`src/rtl/pclk_pkg.sv`:
```
// Package: shared constants and decode helpers for the protected clock prescaler.
// Assumes an 8-bit register with the change-enable flag in the top bit.
package pclk_pkg;
    localparam int REG_W  = 8;
    localparam int FLAG_B = REG_W - 1;

    // Recognise the unlock pattern: flag bit alone set.
    function automatic logic is_unlock(input logic [REG_W-1:0] d);
        return d == {1'b1, {(REG_W-1){1'b0}}};
    endfunction
endpackage

```
`src/rtl/pclk_unlock.sv`:
```
// Module: change-enable flag with a self-expiring window.
// Assumes writes are single-cycle strobes; a flag-clear write ends the window early.
module pclk_unlock #(
    parameter int WINDOW = 4
) (
    input  logic       clk,
    input  logic       rst_n,
    input  logic       wr_en,
    input  logic [7:0] wr_data,
    output logic       en_o
);
    import pclk_pkg::*;

    localparam int TW = (WINDOW > 1) ? $clog2(WINDOW) : 1;

    logic [TW-1:0] left_q;
    logic          unlock_wr;
    logic          sel_wr;

    // Decode the two kinds of write that matter here.
    always_comb begin
        unlock_wr = wr_en && is_unlock(wr_data);
        sel_wr    = wr_en && !wr_data[FLAG_B];
    end

    // Open the window on unlock; close on timeout or on a select write.
    always_ff @(posedge clk) begin
        if (!rst_n) begin
            en_o   <= 1'b0;
            left_q <= '0;
        end else if (!en_o) begin
            if (unlock_wr) begin
                en_o   <= 1'b1;
                left_q <= TW'(WINDOW - 1);
            end
        end else if (sel_wr || left_q == '0) begin
            en_o <= 1'b0;
        end else begin
            left_q <= left_q - 1'b1;
        end
    end

    // Checker state: consecutive cycles the flag has been high.
    logic [TW:0] held_q;
    always_ff @(posedge clk) begin
        if (!rst_n) held_q <= '0;
        else        held_q <= en_o ? held_q + 1'b1 : '0;
    end


    unlock_src_chk: assert property (@(posedge clk) disable iff (!rst_n)
        $rose(en_o) |-> $past(wr_en && is_unlock(wr_data)));

    window_len_chk: assert property (@(posedge clk) disable iff (!rst_n)
        en_o |-> (held_q < (TW+1)'(WINDOW)));

    window_end_chk: assert property (@(posedge clk) disable iff (!rst_n)
        (en_o && held_q == (TW+1)'(WINDOW - 1)) |=> !en_o);
endmodule

```
`src/rtl/pclk_sel_reg.sv`:
```
// Module: divide select register with strap-dependent reset value.
// Assumes en_i is the change-enable flag; writes outside its window are dropped.
module pclk_sel_reg #(
    parameter int SEL_W     = 4,
    parameter int STRAP_SEL = 3
) (
    input  logic             clk,
    input  logic             rst_n,
    input  logic             strap_i,
    input  logic             wr_en,
    input  logic [7:0]       wr_data,
    input  logic             en_i,
    output logic [SEL_W-1:0] sel_o,
    output logic             chg_o
);
    import pclk_pkg::*;

    // An accepted select write: window open, flag bit written as zero.
    always_comb chg_o = wr_en && !wr_data[FLAG_B] && en_i;

    // Load the strap default at reset, otherwise take accepted writes.
    always_ff @(posedge clk) begin
        if (!rst_n)     sel_o <= strap_i ? SEL_W'(STRAP_SEL) : '0;
        else if (chg_o) sel_o <= wr_data[SEL_W-1:0];
    end


    sel_guard_chk: assert property (@(posedge clk) disable iff (!rst_n)
        !$stable(sel_o) |-> $past(en_i && wr_en && !wr_data[FLAG_B]));
endmodule

```
`src/rtl/pclk_tick_gen.sv`:
```
// Module: power-of-two divider producing a one-cycle enable pulse.
// Assumes codes above MAX_EXP clamp to MAX_EXP; restart_i zeroes the count.
module pclk_tick_gen #(
    parameter int SEL_W   = 4,
    parameter int MAX_EXP = 8
) (
    input  logic             clk,
    input  logic             rst_n,
    input  logic [SEL_W-1:0] sel_i,
    input  logic             restart_i,
    output logic             tick_o
);
    localparam int CW = (MAX_EXP > 0) ? MAX_EXP : 1;

    logic [SEL_W-1:0] exp_c;
    logic [CW:0]      pow_c;
    logic [CW-1:0]    limit_c;
    logic [CW-1:0]    cnt_q;

    // Clamp the code and derive the terminal count N-1.
    always_comb begin
        exp_c   = (sel_i > SEL_W'(MAX_EXP)) ? SEL_W'(MAX_EXP) : sel_i;
        pow_c   = (CW+1)'(1) << exp_c;
        limit_c = pow_c[CW-1:0] - CW'(1);
        tick_o  = (cnt_q == limit_c);
    end

    // Count cycles, wrapping on the pulse and zeroing on a new setting.
    always_ff @(posedge clk) begin
        if (!rst_n || restart_i) cnt_q <= '0;
        else if (tick_o)         cnt_q <= '0;
        else                     cnt_q <= cnt_q + 1'b1;
    end


    restart_gap_chk: assert property (@(posedge clk) disable iff (!rst_n)
        ($past(restart_i) && limit_c != '0) |-> !tick_o);

    single_pulse_chk: assert property (@(posedge clk) disable iff (!rst_n)
        (tick_o && limit_c != '0 && !restart_i) |=> !tick_o);
endmodule

```
`src/rtl/pclk_guard_div.sv`:
```
// Module: top of the protected-write clock prescaler.
// Assumes the bus master issues unlock then select within the window.
module pclk_guard_div #(
    parameter int SEL_W     = 4,
    parameter int MAX_EXP   = 8,
    parameter int WINDOW    = 4,
    parameter int STRAP_SEL = 3
) (
    input  logic       clk,
    input  logic       rst_n,
    input  logic       strap_div8,
    input  logic       wr_en,
    input  logic [7:0] wr_data,
    output logic [7:0] rd_data,
    output logic       tick
);
    import pclk_pkg::*;

    localparam int RSV_W = REG_W - 1 - SEL_W;

    logic             en_w;
    logic             chg_w;
    logic [SEL_W-1:0] sel_w;

    pclk_unlock #(.WINDOW(WINDOW)) u_unlock (
        .clk(clk), .rst_n(rst_n), .wr_en(wr_en), .wr_data(wr_data), .en_o(en_w)
    );

    pclk_sel_reg #(.SEL_W(SEL_W), .STRAP_SEL(STRAP_SEL)) u_sel (
        .clk(clk), .rst_n(rst_n), .strap_i(strap_div8), .wr_en(wr_en),
        .wr_data(wr_data), .en_i(en_w), .sel_o(sel_w), .chg_o(chg_w)
    );

    pclk_tick_gen #(.SEL_W(SEL_W), .MAX_EXP(MAX_EXP)) u_tick (
        .clk(clk), .rst_n(rst_n), .sel_i(sel_w), .restart_i(chg_w), .tick_o(tick)
    );

    // Assemble read data; reserved field exists only when the select is narrow.
    generate
        if (RSV_W > 0) begin : g_rsv
            always_comb rd_data = {en_w, {RSV_W{1'b0}}, sel_w};
        end else begin : g_norsv
            always_comb rd_data = {en_w, sel_w};
        end
    endgenerate


    rsv_zero_chk: assert property (@(posedge clk) disable iff (!rst_n)
        rd_data[6:4] == 3'b000);
endmodule

```
`config.mk`:
```
export PLATFORM = sky130hd
export DESIGN_NAME = pclk_guard_div
export DESIGN_NICKNAME = d
export VERILOG_FILES = /design/src/rtl/pclk_pkg.sv /design/src/rtl/pclk_unlock.sv /design/src/rtl/pclk_sel_reg.sv /design/src/rtl/pclk_tick_gen.sv /design/src/rtl/pclk_guard_div.sv
export SDC_FILE = /design/constraint.sdc
export NUM_CORES = 1
export LEC_CHECK = 0
export BUFFER_PORTS_ARGS = -buffer_cell sky130_fd_sc_hd__buf_4
export CAP_MARGIN = 15
export CORE_MARGIN = 2
export CORE_UTILIZATION = 35
export DETAILED_ROUTE_END_ITERATION = 8
export PLACE_DENSITY = 0.68
export SLEW_MARGIN = 15
export SYNTH_ARGS = -nofsm -noshare
export SYNTH_HDL_FRONTEND = slang
export SYNTH_SLANG_ARGS = --single-unit
```
`constraint.sdc`:
```
create_clock -name clk -period 4.3 [get_ports clk]
set_input_delay 0.645 -clock clk [delete_from_list [all_inputs] [get_ports clk]]
set_output_delay 0.645 -clock clk [all_outputs]
set_load 0.02 [all_outputs]
```
* Yosys cells after proc, flatten, opt, wreduce, memory -nomap -nowiden
Index checks and enable logic that the tools add are counted.
Word-level totals: flip-flop bits (word level) 15, input port bits 12
Cells by class: reductions and logical operators 11, equal/unequal tests 4, magnitude comparators 1, shift operators 1, add/sub/neg operators 3, multiplexer cells 10
Operators by type and width (count):
- $mux W4 | 3
- $add A8 B1 Y8 const B | 1
- $eq A8 B8 Y1 | 1
- $eq A8 B8 Y1 const B | 1
- $mux W2 | 4
- $shl A1 B4 Y8 const A | 1
- $sub A8 B1 Y8 const B | 1
- $gt A4 B4 Y1 const B | 1
- $logic_and A1 B1 Y1 | 3
- $mux W1 | 3
- $logic_not A1 Y1 | 2
- $logic_not A2 Y1 | 1
- $logic_or A1 B1 Y1 | 2
- $ne A2 B1 Y1 const B | 1
- $ne A2 B2 Y1 const B | 1
- $reduce_and A2 Y1 | 1
- $reduce_bool A2 Y1 | 1
- $reduce_or A2 Y1 | 1
- $sub A2 B1 Y2 const B | 1

* Depth between registers and ports, before layout
Gate-level depths: netlist (run 1).
depth after elaboration 6, depth in mapped cells 9, gate-level depth less buffers 8

* Hierarchy
From an unflattened synthesis (run 1), not the netlist that was laid out.
Second synthesis, totals: cell total of the unflattened synthesis 105, area total of the unflattened synthesis 958.4 um2
By module, submodules not included:
- pclk_tick_gen | area an instance 556.8 um2, cells each 66, instances 1, sequential area each 160.2 um2
- pclk_unlock | area an instance 198.9 um2, cells each 21, instances 1, sequential area each 60.1 um2
- pclk_sel_reg | area an instance 168.9 um2, cells each 13, instances 1, sequential area each 120.1 um2
- pclk_guard_div | area an instance 33.8 um2, cells each 5, instances 1, sequential area each 0.0 um2

* Worst setup path after synthesis (run 1)
OpenSTA, ideal clock, no wires.
path type reg-to-output, start point reg u_sel.sel_o[1], end point out tick, cell stages (with the launch flop) 8, buffers on the path 1, arrival time 2577 ps, required time 3655 ps, slack 1078 ps, path through edfxtp_1 > buf_6 > or4_4 > ha_1 > or3_1 > a21oi_1 > o21ai_0 > a211oi_4
Between the ends: longest elaborated chain between the ends 5
RTL lines:
- start: declaration | RTL line pclk_sel_reg.sv:13 | output logic [SEL_W-1:0] sel_o,
- start signal: assignment | RTL line pclk_sel_reg.sv:23 | if (!rst_n) sel_o <= strap_i ? SEL_W'(STRAP_SEL) : '0;
- start signal: assignment | RTL line pclk_sel_reg.sv:24 | else if (chg_o) sel_o <= wr_data[SEL_W-1:0];
- $gt A4 B4 Y1 | RTL line pclk_tick_gen.sv:22 | exp_c = (sel_i > SEL_W'(MAX_EXP)) ? SEL_W'(MAX_EXP) : sel_i;
- $mux W4 (*) | RTL line pclk_tick_gen.sv:22
- $shl A1 B4 Y8 (*) | RTL line pclk_tick_gen.sv:23 | pow_c = (CW+1)'(1) << exp_c;
- $sub A8 B1 Y8 (*) | RTL line pclk_tick_gen.sv:24 | limit_c = pow_c[CW-1:0] - CW'(1);
- $eq A8 B8 Y1 (*) | RTL line pclk_tick_gen.sv:25 | tick_o = (cnt_q == limit_c);
- end: declaration | RTL line pclk_guard_div.sv:15 | output logic tick
Every way passes the cells marked *; elsewhere a longest branch is shown, timed or not.

* Worst setup path after layout (run 1)
start point reg u_sel.sel_o[0], end point out tick
Same word-level chain as after synthesis.

==> results.json, run 1 <==
{
  "core-area_um2": 2500,
  "clock.fmax_ghz": 0.271,
  "antenna_found_initial": 0,
  "clock_skew_ns": 0.00430,
  "ant_nets": 0,
  "crit_type": "flip-flop to output port",
  "stdcell_count": 150,
  "finalPower_uw": 294,
  "powerDensity_nw_per_um2": 273,
  "multiInputGateArea_um2": 529,
  "slowest_delay_ns": 0.59,
  "crit_chain": "or4_4, ha_1, or3_1, a21oi_1, o21ai_0, a211oi_4, buf_4",
  "synth_area_leader_cell": "dfxtp_1",
  "place.gp.congestion": 0.795,
  "htreeDepth": 1,
  "cts-root-buf": "clkbuf_4",
  "clk_latency_ns": 0.27,
  "rows": 18,
  "p_sw_frac": 0.275,
  "dr.pass1.iters": 4,
  "pwr-share-comb": 0.183,
  "rsz0062_at_grt": "false",
  "leakage_uw": 0.000448,
  "initial_core_util": 0.372,
  "power.switching_uw": 80.6,
  "ys_ff_latch": 15,
  "finalHoldViolCount": 0,
  "crit_arrival_ns": 3.05,
  "cts_hold_buf": 0,
  "grt_pass1_wl_mm": 2.91,
  "syn_inst": 105,
  "fin_crit_sh": 0.858,
  "finalWirelength_mm": 1.70,
  "start_kind": "flip-flop",
  "slew_violations": 0,
  "synth_top_cell_area_share": 0.237,
  "viasPerCell": 5.19,
  "crit_path_end_kind": "output port",
  "clk_path_buf_depth": 2,
  "place_hpwl_mm": 1.34,
  "cts_resized": 0,
  "place_area_um2": 1050,
  "io_pins": 21,
  "cts_tree": "yes",
  "die_x_um": 55.6,
  "overflow": 0,
  "drcViolationCount": 0,
  "vias": 779,
  "synthTopCellsByArea": "dfxtp_1 (24%), edfxtp_1 (13%), nor3_1 (5.4%)",
  "synthArstFlopShare": 0,
  "n_antenna_cell": 0,
  "drive_gt1_frac": 0.200,
  "synth_edf_count": 4,
  "cts_setup_buffers": 0,
  "die_y_um": 55.6,
  "grt_pass1_vias": 688,
  "post-place-cells": 146,
  "fin_setup_tns_ns": 0,
  "track_usage": 0.112,
  "seq_area_frac_synth": 0.366,
  "grt_max_degree": 14,
  "synth_common_cells": "dfxtp_1 (11), nand2_1 (11), nor3_1 (10), nand3_1 (6)",
  "regArea_um2": 340,
  "die-area_um2": 3090,
  "yosys_warnings": 0,
  "syn_area_um2": 931,
  "status": "finished clean",
  "crit_fanout": 9,
  "internal-power_uw": 213,
  "syn_avg_cell_area_um2": 8.87,
  "vdd_drop_max_uv": 187,
  "sequentialPowerShare": 0.554,
  "worst_path_max_delay_cell": "or4_4",
  "synth_ff_type": "dfxtp_1",
  "crit_required_ns": 3.65,
  "drv_cap": 0,
  "clkSlewWorstSetupHoldPaths_ns": 0.09,
  "p_clk_frac": 0.264,
  "final_net_count": 136,
  "timing.final.crit_period_ns": 3.69,
  "drt_iter0_markers": 11,
  "hp-class": "flip-flop to flip-flop",
  "cts_sinks": 15,
  "cts_inserted_buffers": 3,
  "io_buffers": 17,
  "setup_viol": 0,
  "wl_per_cell_um": 11.3,
  "n_fill_cell": 256,
  "synthDistinctLibCells": 39,
  "area_growth_pct": 15.6,
  "design_area_um2": 1080
}
state kept, by name, summed over array words and instances, names as in the netlist:
| register | cells |
|---|---|
| u_tick.cnt_q | 8 |
| u_unlock.en_o | 1 |
| u_unlock.left_q | 2 |
| u_sel.sel_o | 4 |
stage by stage:
| stage | hold slack (ns) | setup slack [ns] | util |
|---|---|---|---|
| after floorplan | 0.472 | 1.08 | - |
| after global routing | 0.527 | 0.471 | 0.430 |
| after CTS | 0.514 | 0.584 | 0.430 |
| after global placement | 0.482 | 1.00 | 0.420 |
| final | 0.512 | 0.609 | 0.430 |
| after detailed placement | 0.493 | 0.902 | 0.420 |
worst max-delay path: cells and delay by family, from the launching register on:
kind	cells	cell delay (ns)
AO/OA/AOI/OAI	3	0.87
flip-flops	1	0.51
AND/OR/NAND/NOR	2	0.91
buffers and inverters	1	0.22
adder cells (fa/ha/maj)	1	0.26
cell type report:
class / instances / share of cell area
clock buffer: 4 / 0.0244
inverter: 4 / 0.0140
multi-input combinational: 80 / 0.492
sequential: 15 / 0.316
tap: 30 / 0.0349
timing repair buffer: 17 / 0.119
power by group through the flow:
stage,Combinational [uW],Clock (uW),Sequential (uW)
floorplan,40.7,0,164
global placement,53.5,0,165
detailed placement,53.9,0,166
CTS,54.2,80.2,163
global route,58.9,84.2,165
finish,53.7,77.4,163
routing by layer:
| layer | GRT usage | wire [um] | vias to the layer above |
|---|---|---|---|
| met3 | 0.0209 | 48 | 0 |
| met1 | 0.139 | 783 | 369 |
| met5 | 0 | 0 | - |
| met4 | 0.0209 | 0 | 0 |
| met2 | 0.201 | 865 | 9 |
| li1 | - | - | 401 |
path summary, 6_finish.rpt:
kind | start | depth (start not counted) | to | slack, ns
max | u_sel.sel_o[0] | 7 | tick | 0.61
min | u_unlock.left_q[1] | 1 | u_unlock.left_q[1] | 0.51
max reg2reg | u_sel.sel_o[0] | 7 | u_tick.cnt_q[1] | 1.52
min reg2reg | u_unlock.left_q[1] | 1 | u_unlock.left_q[1] | 0.51
placed cells by master (no fill, tap or decap):
| master | count |
|---|---|
| o21a_1 | 1 |
| nor4_1 | 2 |
| clkbuf_1 | 1 |
| nor3_1 | 10 |
| or3_1 | 3 |
| o21ai_0 | 3 |
| o211a_1 | 2 |
| a21o_1 | 1 |
| nand3_1 | 6 |
| nand2b_1 | 1 |
| or4bb_1 | 1 |
| edfxtp_1 | 4 |
| dfxtp_1 | 11 |
| nand4_2 | 1 |
| or4_1 | 1 |
| a211oi_1 | 1 |
| conb_1 | 3 |
| clkbuf_4 | 3 |
| o2bb2ai_1 | 1 |
| nor4b_1 | 2 |
| nor3b_1 | 2 |
| o22ai_1 | 1 |
| nand4_1 | 1 |
| a21oi_2 | 1 |
| and2_1 | 3 |
| ha_1 | 3 |
| a21oi_1 | 2 |
| nor2b_1 | 1 |
| a41o_1 | 1 |
| a211oi_4 | 1 |
| nand2_1 | 11 |
| buf_4 | 17 |
| or4_4 | 1 |
| xnor2_1 | 4 |
| nor2_1 | 3 |
| and3_1 | 2 |
| inv_1 | 4 |
| xor2_1 | 4 |
logic make-up after synthesis:
kind of cell | count (synthesis) | share of synthesized area
and+or+nand+nor | 51 | 0.310
AOI/OAI and AO/OA | 15 | 0.130
DFF | 15 | 0.366
buffers and inverters | 12 | 0.0739
xor gates and xnor gates | 8 | 0.0753
adders and majority gates | 3 | 0.0403
other | 1 | 0.00403
Note: power is estimated with default switching activity, not from simulation.
==> run 2, diff against run 1 <==
--- a/config.mk
+++ b/config.mk
@@ -5,12 +5,13 @@
 export SDC_FILE = /design/constraint.sdc
 export NUM_CORES = 1
 export LEC_CHECK = 0
-export BUFFER_PORTS_ARGS = -buffer_cell sky130_fd_sc_hd__buf_4
 export CAP_MARGIN = 15
 export CORE_MARGIN = 2
 export CORE_UTILIZATION = 35
+export CTS_BUF_LIST = sky130_fd_sc_hd__clkbuf_16
 export DETAILED_ROUTE_END_ITERATION = 8
-export PLACE_DENSITY = 0.68
+export DONT_BUFFER_PORTS = 1
+export PLACE_DENSITY = 0.61
 export SLEW_MARGIN = 15
 export SYNTH_ARGS = -nofsm -noshare
 export SYNTH_HDL_FRONTEND = slang
==> results.json, run 2 (synthesis results as in run 1) <==
{
  "htreeDepth": 1,
  "drv_cap": 0,
  "cts_setup_buffers": 0,
  "cts_tree": "yes",
  "clock.fmax_ghz": 0.275,
  "vias": 701,
  "initial_core_util": 0.372,
  "slew_violations": 0,
  "mostFrequentLayoutCells": "nand2_1 (11), dfxtp_1 (11), nor3_1 (10)",
  "largest_reg_flops": 8,
  "finalHoldViolCount": 0,
  "n_antenna_cell": 0,
  "die_x_um": 55.6,
  "area_growth_pct": 7.53,
  "grt_pass1_wl_mm": 2.82,
  "rsz0062_at_grt": "false",
  "final_net_count": 119,
  "crit_fanout": 9,
  "io_buffers": 0,
  "viasPerCell": 5.27,
  "fin_setup_tns_ns": 0,
  "rows": 18,
  "critPathLaunch": "u_sel.sel_o[0]",
  "regMostFlops": "u_tick.cnt_q",
  "vdd_drop_max_uv": 219,
  "place_area_um2": 922,
  "reg_top3": "u_tick.cnt_q (8), u_sel.sel_o (4), u_unlock.left_q (2)",
  "clkSlewWorstSetupHoldPaths_ns": 0.04,
  "wl_per_cell_um": 12.7,
  "core-area_um2": 2500,
  "crit_type": "flip-flop to output port",
  "die_y_um": 55.6,
  "crit_chain": "or4_4, ha_1, or3_1, a21oi_1, o21ai_0, a211oi_4",
  "ant_nets": 0,
  "start_kind": "flip-flop",
  "clk_path_buf_depth": 2,
  "track_usage": 0.117,
  "crit_path_end_kind": "output port",
  "hp-start": "u_unlock.left_q[1]",
  "crit_arrival_ns": 2.99,
  "io_pins": 21,
  "place_hpwl_mm": 1.31,
  "timing.final.crit_period_ns": 3.64,
  "worst_path_max_delay_cell": "or4_4",
  "cts_sinks": 15,
  "r2r-start": "u_sel.sel_o[0]",
  "place.gp.congestion": 0.793,
  "cts_resized": 0,
  "drive_gt1_frac": 0.0680,
  "overflow": 0,
  "grt_pass1_vias": 654,
  "grt_max_degree": 14,
  "cts_hold_buf": 0,
  "design_area_um2": 1000,
  "crit_required_ns": 3.65,
  "dr.pass1.iters": 4,
  "clk_latency_ns": 0.24,
  "worst_pin_slew_ns": 0.539,
  "cts_inserted_buffers": 3,
  "finalWirelength_mm": 1.69,
  "status": "finished clean",
  "setup_viol": 0,
  "cts-root-buf": "clkbuf_16",
  "relSlewSlack": 0.639,
  "drt_iter0_markers": 14,
  "slowest_delay_ns": 0.62,
  "hp-class": "flip-flop to flip-flop",
  "fin_crit_sh": 0.845,
  "leakage_uw": 0.000392,
  "antenna_found_initial": 0,
  "clock_skew_ns": 0.00181,
  "powerDensity_nw_per_um2": 377,
  "drcViolationCount": 0,
  "die-area_um2": 3090
}
[run 2: changes by cell type in the layout (fill, tap and decap cells not counted)]
cell       change
clkbuf_1       -1
inv_1          +1
clkbuf_16      +3
buf_4         -17
clkbuf_4       -3
[run 2: metal layers]
metal,vias to the layer above,wire length [um],GRT usage
met2,11,799,0.184
met3,5,88,0.0326
met1,317,764,0.141
met4,0,40,0.0732
met5,-,0,0
li1,368,-,-
[run 2: final timing paths]
kind / end / slack [ns] / depth (start not counted)
worst max register to register: u_tick.cnt_q[1] / 1.31 / 7
worst min-delay path: u_unlock.left_q[1] / 0.51 / 1
worst max-delay path: tick / 0.66 / 6
worst min register to register: u_unlock.left_q[1] / 0.51 / 1
[run 2: final cells by class]
class                           count  area (um^2)
Clock buffer                        3         75.1
Clock inverter                      1         3.75
Fill cell                         243         1500
Inverter                            4         15.0
Multi-Input combinational cell     80          529
Sequential cell                    15          340
Tap cell                           30         37.5
[run 2: metrics by stage]
step	std cells	total power (uW)	utilization	hold slack [ns]	setup slack (ns)
floorplan	107	205	-	0.472	1.08
global placement	129	205	0.369	0.481	0.946
detailed placement	129	206	0.369	0.506	0.900
CTS	133	382	0.400	0.516	0.637
global route	133	397	0.400	0.522	0.473
finish	133	378	0.400	0.511	0.665
[run 2: power by group]
group          switching, uW  internal [uW]
sequential              16.1            152
clock                   51.0            123
combinational           19.8           15.9
[run 2: critical path: cells and delay by family (launching register included)]
kind / cells / cell delay, ns
simple gates: 2 / 0.93
fa+ha+maj: 1 / 0.26
compound gates: 3 / 0.98
flops: 1 / 0.58
==> run 3, diff against run 2 <==
--- a/config.mk
+++ b/config.mk
@@ -5,13 +5,14 @@
 export SDC_FILE = /design/constraint.sdc
 export NUM_CORES = 1
 export LEC_CHECK = 0
+export ABC_AREA = 1
 export CAP_MARGIN = 15
 export CORE_MARGIN = 2
 export CORE_UTILIZATION = 35
 export CTS_BUF_LIST = sky130_fd_sc_hd__clkbuf_16
 export DETAILED_ROUTE_END_ITERATION = 8
 export DONT_BUFFER_PORTS = 1
-export PLACE_DENSITY = 0.61
+export PLACE_DENSITY = 0.63
 export SLEW_MARGIN = 15
 export SYNTH_ARGS = -nofsm -noshare
 export SYNTH_HDL_FRONTEND = slang
==> constraint.sdc (replaced) <==
create_clock -name clk -period 3.2 [get_ports clk]
set_input_delay 0.48 -clock clk [delete_from_list [all_inputs] [get_ports clk]]
set_output_delay 0.48 -clock clk [all_outputs]
set_load 0.02 [all_outputs]
==> results.json, run 3 <==
{
  "io_buffers": 0,
  "grt_max_degree": 10,
  "cts_tree": "yes",
  "regMostFlops": "u_tick.cnt_q",
  "powerDensity_nw_per_um2": 466,
  "syn_avg_cell_area_um2": 6.79,
  "finalWirelength_mm": 1.88,
  "crit_required_ns": 2.72,
  "drcViolationCount": 0,
  "die_x_um": 57.9,
  "htreeDepth": 1,
  "reg_top3": "u_tick.cnt_q (8), u_sel.sel_o (4), u_unlock.left_q (2)",
  "clock.fmax_ghz": 0.363,
  "cts_setup_buffers": 0,
  "grt_pass1_vias": 799,
  "vdd_drop_max_uv": 266,
  "crit_path_end_kind": "output port",
  "dr.pass1.iters": 4,
  "timing.final.crit_period_ns": 2.76,
  "synth_top_cell_area_share": 0.216,
  "synthArstFlopShare": 0,
  "multiInputGateArea_um2": 536,
  "fin_setup_tns_ns": 0,
  "n_fill_cell": 290,
  "slew_violations": 0,
  "drv_cap": 0,
  "internal-power_uw": 390,
  "synth_edf_count": 4,
  "clock_skew_ns": 0.00292,
  "antenna_found_initial": 0,
  "grt_pass1_wl_mm": 3.49,
  "cts_hold_buf": 0,
  "setup_viol": 0,
  "core-area_um2": 2760,
  "worst_pin_slew_ns": 0.623,
  "cts_resized": 0,
  "synthTopCellsByArea": "dfxtp_1 (22%), nand2_1 (15%), edfxtp_1 (12%)",
  "drt_iter0_markers": 76,
  "area_growth_pct": 8.35,
  "start_kind": "flip-flop",
  "seq_area_frac_synth": 0.334,
  "status": "finished clean",
  "die_y_um": 57.9,
  "synth_common_cells": "nand2_1 (41), inv_1 (22), nand3_1 (17), dfxtp_1 (11), nor2_2 (11)",
  "viasPerCell": 4.59,
  "syn_inst": 150,
  "die-area_um2": 3360,
  "whs_ns": 0.378,
  "rsz0062_at_grt": "false",
  "finalHoldViolCount": 0,
  "synth_area_leader_cell": "dfxtp_1",
  "vias": 830,
  "rows": 19,
  "clk_path_buf_depth": 2,
  "pwr-share-comb": 0.114,
  "n_antenna_cell": 0,
  "hp-class": "primary input to flip-flop",
  "leakage_uw": 0.000511,
  "place.gp.congestion": 0.905,
  "cts_sinks": 15,
  "track_usage": 0.139,
  "synthDistinctLibCells": 27,
  "overflow": 0,
  "yosys_warnings": 0,
  "crit_type": "flip-flop to output port",
  "relSlewSlack": 0.581,
  "synth.most_common_cell": "nand2_1",
  "drive_gt1_frac": 0.153,
  "power.switching_uw": 125,
  "syn_area_um2": 1020,
  "cts_inserted_buffers": 3,
  "cts-root-buf": "clkbuf_16",
  "place_hpwl_mm": 1.50,
  "final_net_count": 166,
  "largest_reg_flops": 8,
  "ant_nets": 0,
  "synth_ff_type": "dfxtp_1",
  "clk_latency_ns": 0.24,
  "io_pins": 21,
  "mostFrequentLayoutCells": "nand2_1 (41), inv_1 (22), nand3_1 (17)",
  "crit_fanout": 6,
  "sequentialPowerShare": 0.422,
  "crit_arrival_ns": 2.28,
  "p_sw_frac": 0.243,
  "initial_core_util": 0.369,
  "ys_ff_latch": 15,
  "wl_per_cell_um": 10.4,
  "p_clk_frac": 0.464,
  "mostFrequentLayoutCell": "nand2_1",
  "regArea_um2": 340,
  "clkSlewWorstSetupHoldPaths_ns": 0.05,
  "fin_crit_sh": 0.861
}
[run 3: cell types whose count changed after synthesis, moves of 4 or more]
cell     before  now
nand2_1      11   41
inv_1         4   22
nand3_1       6   17
nor2_2        0   11
nor3_1       10    1
inv_2         0    4
[run 3: cells by family (layout without fill, tap and decap cells)]
family                   count (synthesis)  in the layout  share of synthesized area
AO/OA/AOI/OAI                            6              6                     0.0319
XOR/XNOR                                 6              6                     0.0516
adder cells (fa/ha/maj)                  3              3                     0.0369
buffers and inverters                   35             33                      0.147
flip-flops                              15             15                      0.334
other                                    1              3                    0.00368
AND/OR/NAND/NOR                         84             84                      0.394
[run 3: critical path, cell delays in order (launching register included)]
cell	delay (ns)
edfxtp_1	0.56
nor2_2	0.24
nand2_1	0.10
ha_1	0.33
nand2_1	0.08
nand2_1	0.05
nor2_1	0.11
nand3_1	0.11
nor2_2	0.12
nand4_2	0.12
inv_1	0.19
[run 3: area by class of cell]
type	count	share of cell area
multi-input cells	102	0.485
flip-flops and latches	15	0.308
inverters	29	0.0986
clock buffers	3	0.0680
well taps	31	0.0351
clock inverters	1	0.00454
[run 3: routing by layer]
layer,up-vias,global-route usage,share of wire
li1,457,-,-
met1,354,0.167,0.47
met2,15,0.232,0.48
met3,4,0.0201,0.028
met4,0,0.0897,0.020
met5,-,0,0
[run 3: final timing paths]
check,start,cells past startpoint,end,slack (ns)
worst max-delay path,u_sel.sel_o[2],10,tick,0.44
worst min-delay path,rst_n,2,u_unlock.left_q[1],0.38
worst max register to register,u_sel.sel_o[2],11,u_tick.cnt_q[1],1.03
worst min register to register,u_tick.cnt_q[0],1,u_tick.cnt_q[0],0.48
[run 3: power by group through the flow]
stage / clock network, uW / logic, uW / registers, uW
after floorplan: 0 / 56.1 / 217
after global placement: 0 / 57.6 / 221
after detailed placement: 0 / 58.8 / 221
after CTS: 245 / 59.3 / 217
after global routing: 253 / 69.9 / 219
final: 239 / 58.6 / 217
[run 3: through the flow]
stage | std cells | setup WS [ns] | total power, uW | area (um^2) | utilization
final | 181 | 0.444 | 514 | 1100 | 0.400
after global routing | 181 | 0.220 | 542 | 1100 | 0.400
after CTS | 181 | 0.442 | 522 | 1100 | 0.400
after detailed placement | 177 | 0.704 | 280 | 1020 | 0.371
after global placement | 177 | 0.738 | 278 | 1020 | 0.371
after floorplan | 152 | 0.894 | 273 | 1030 | -
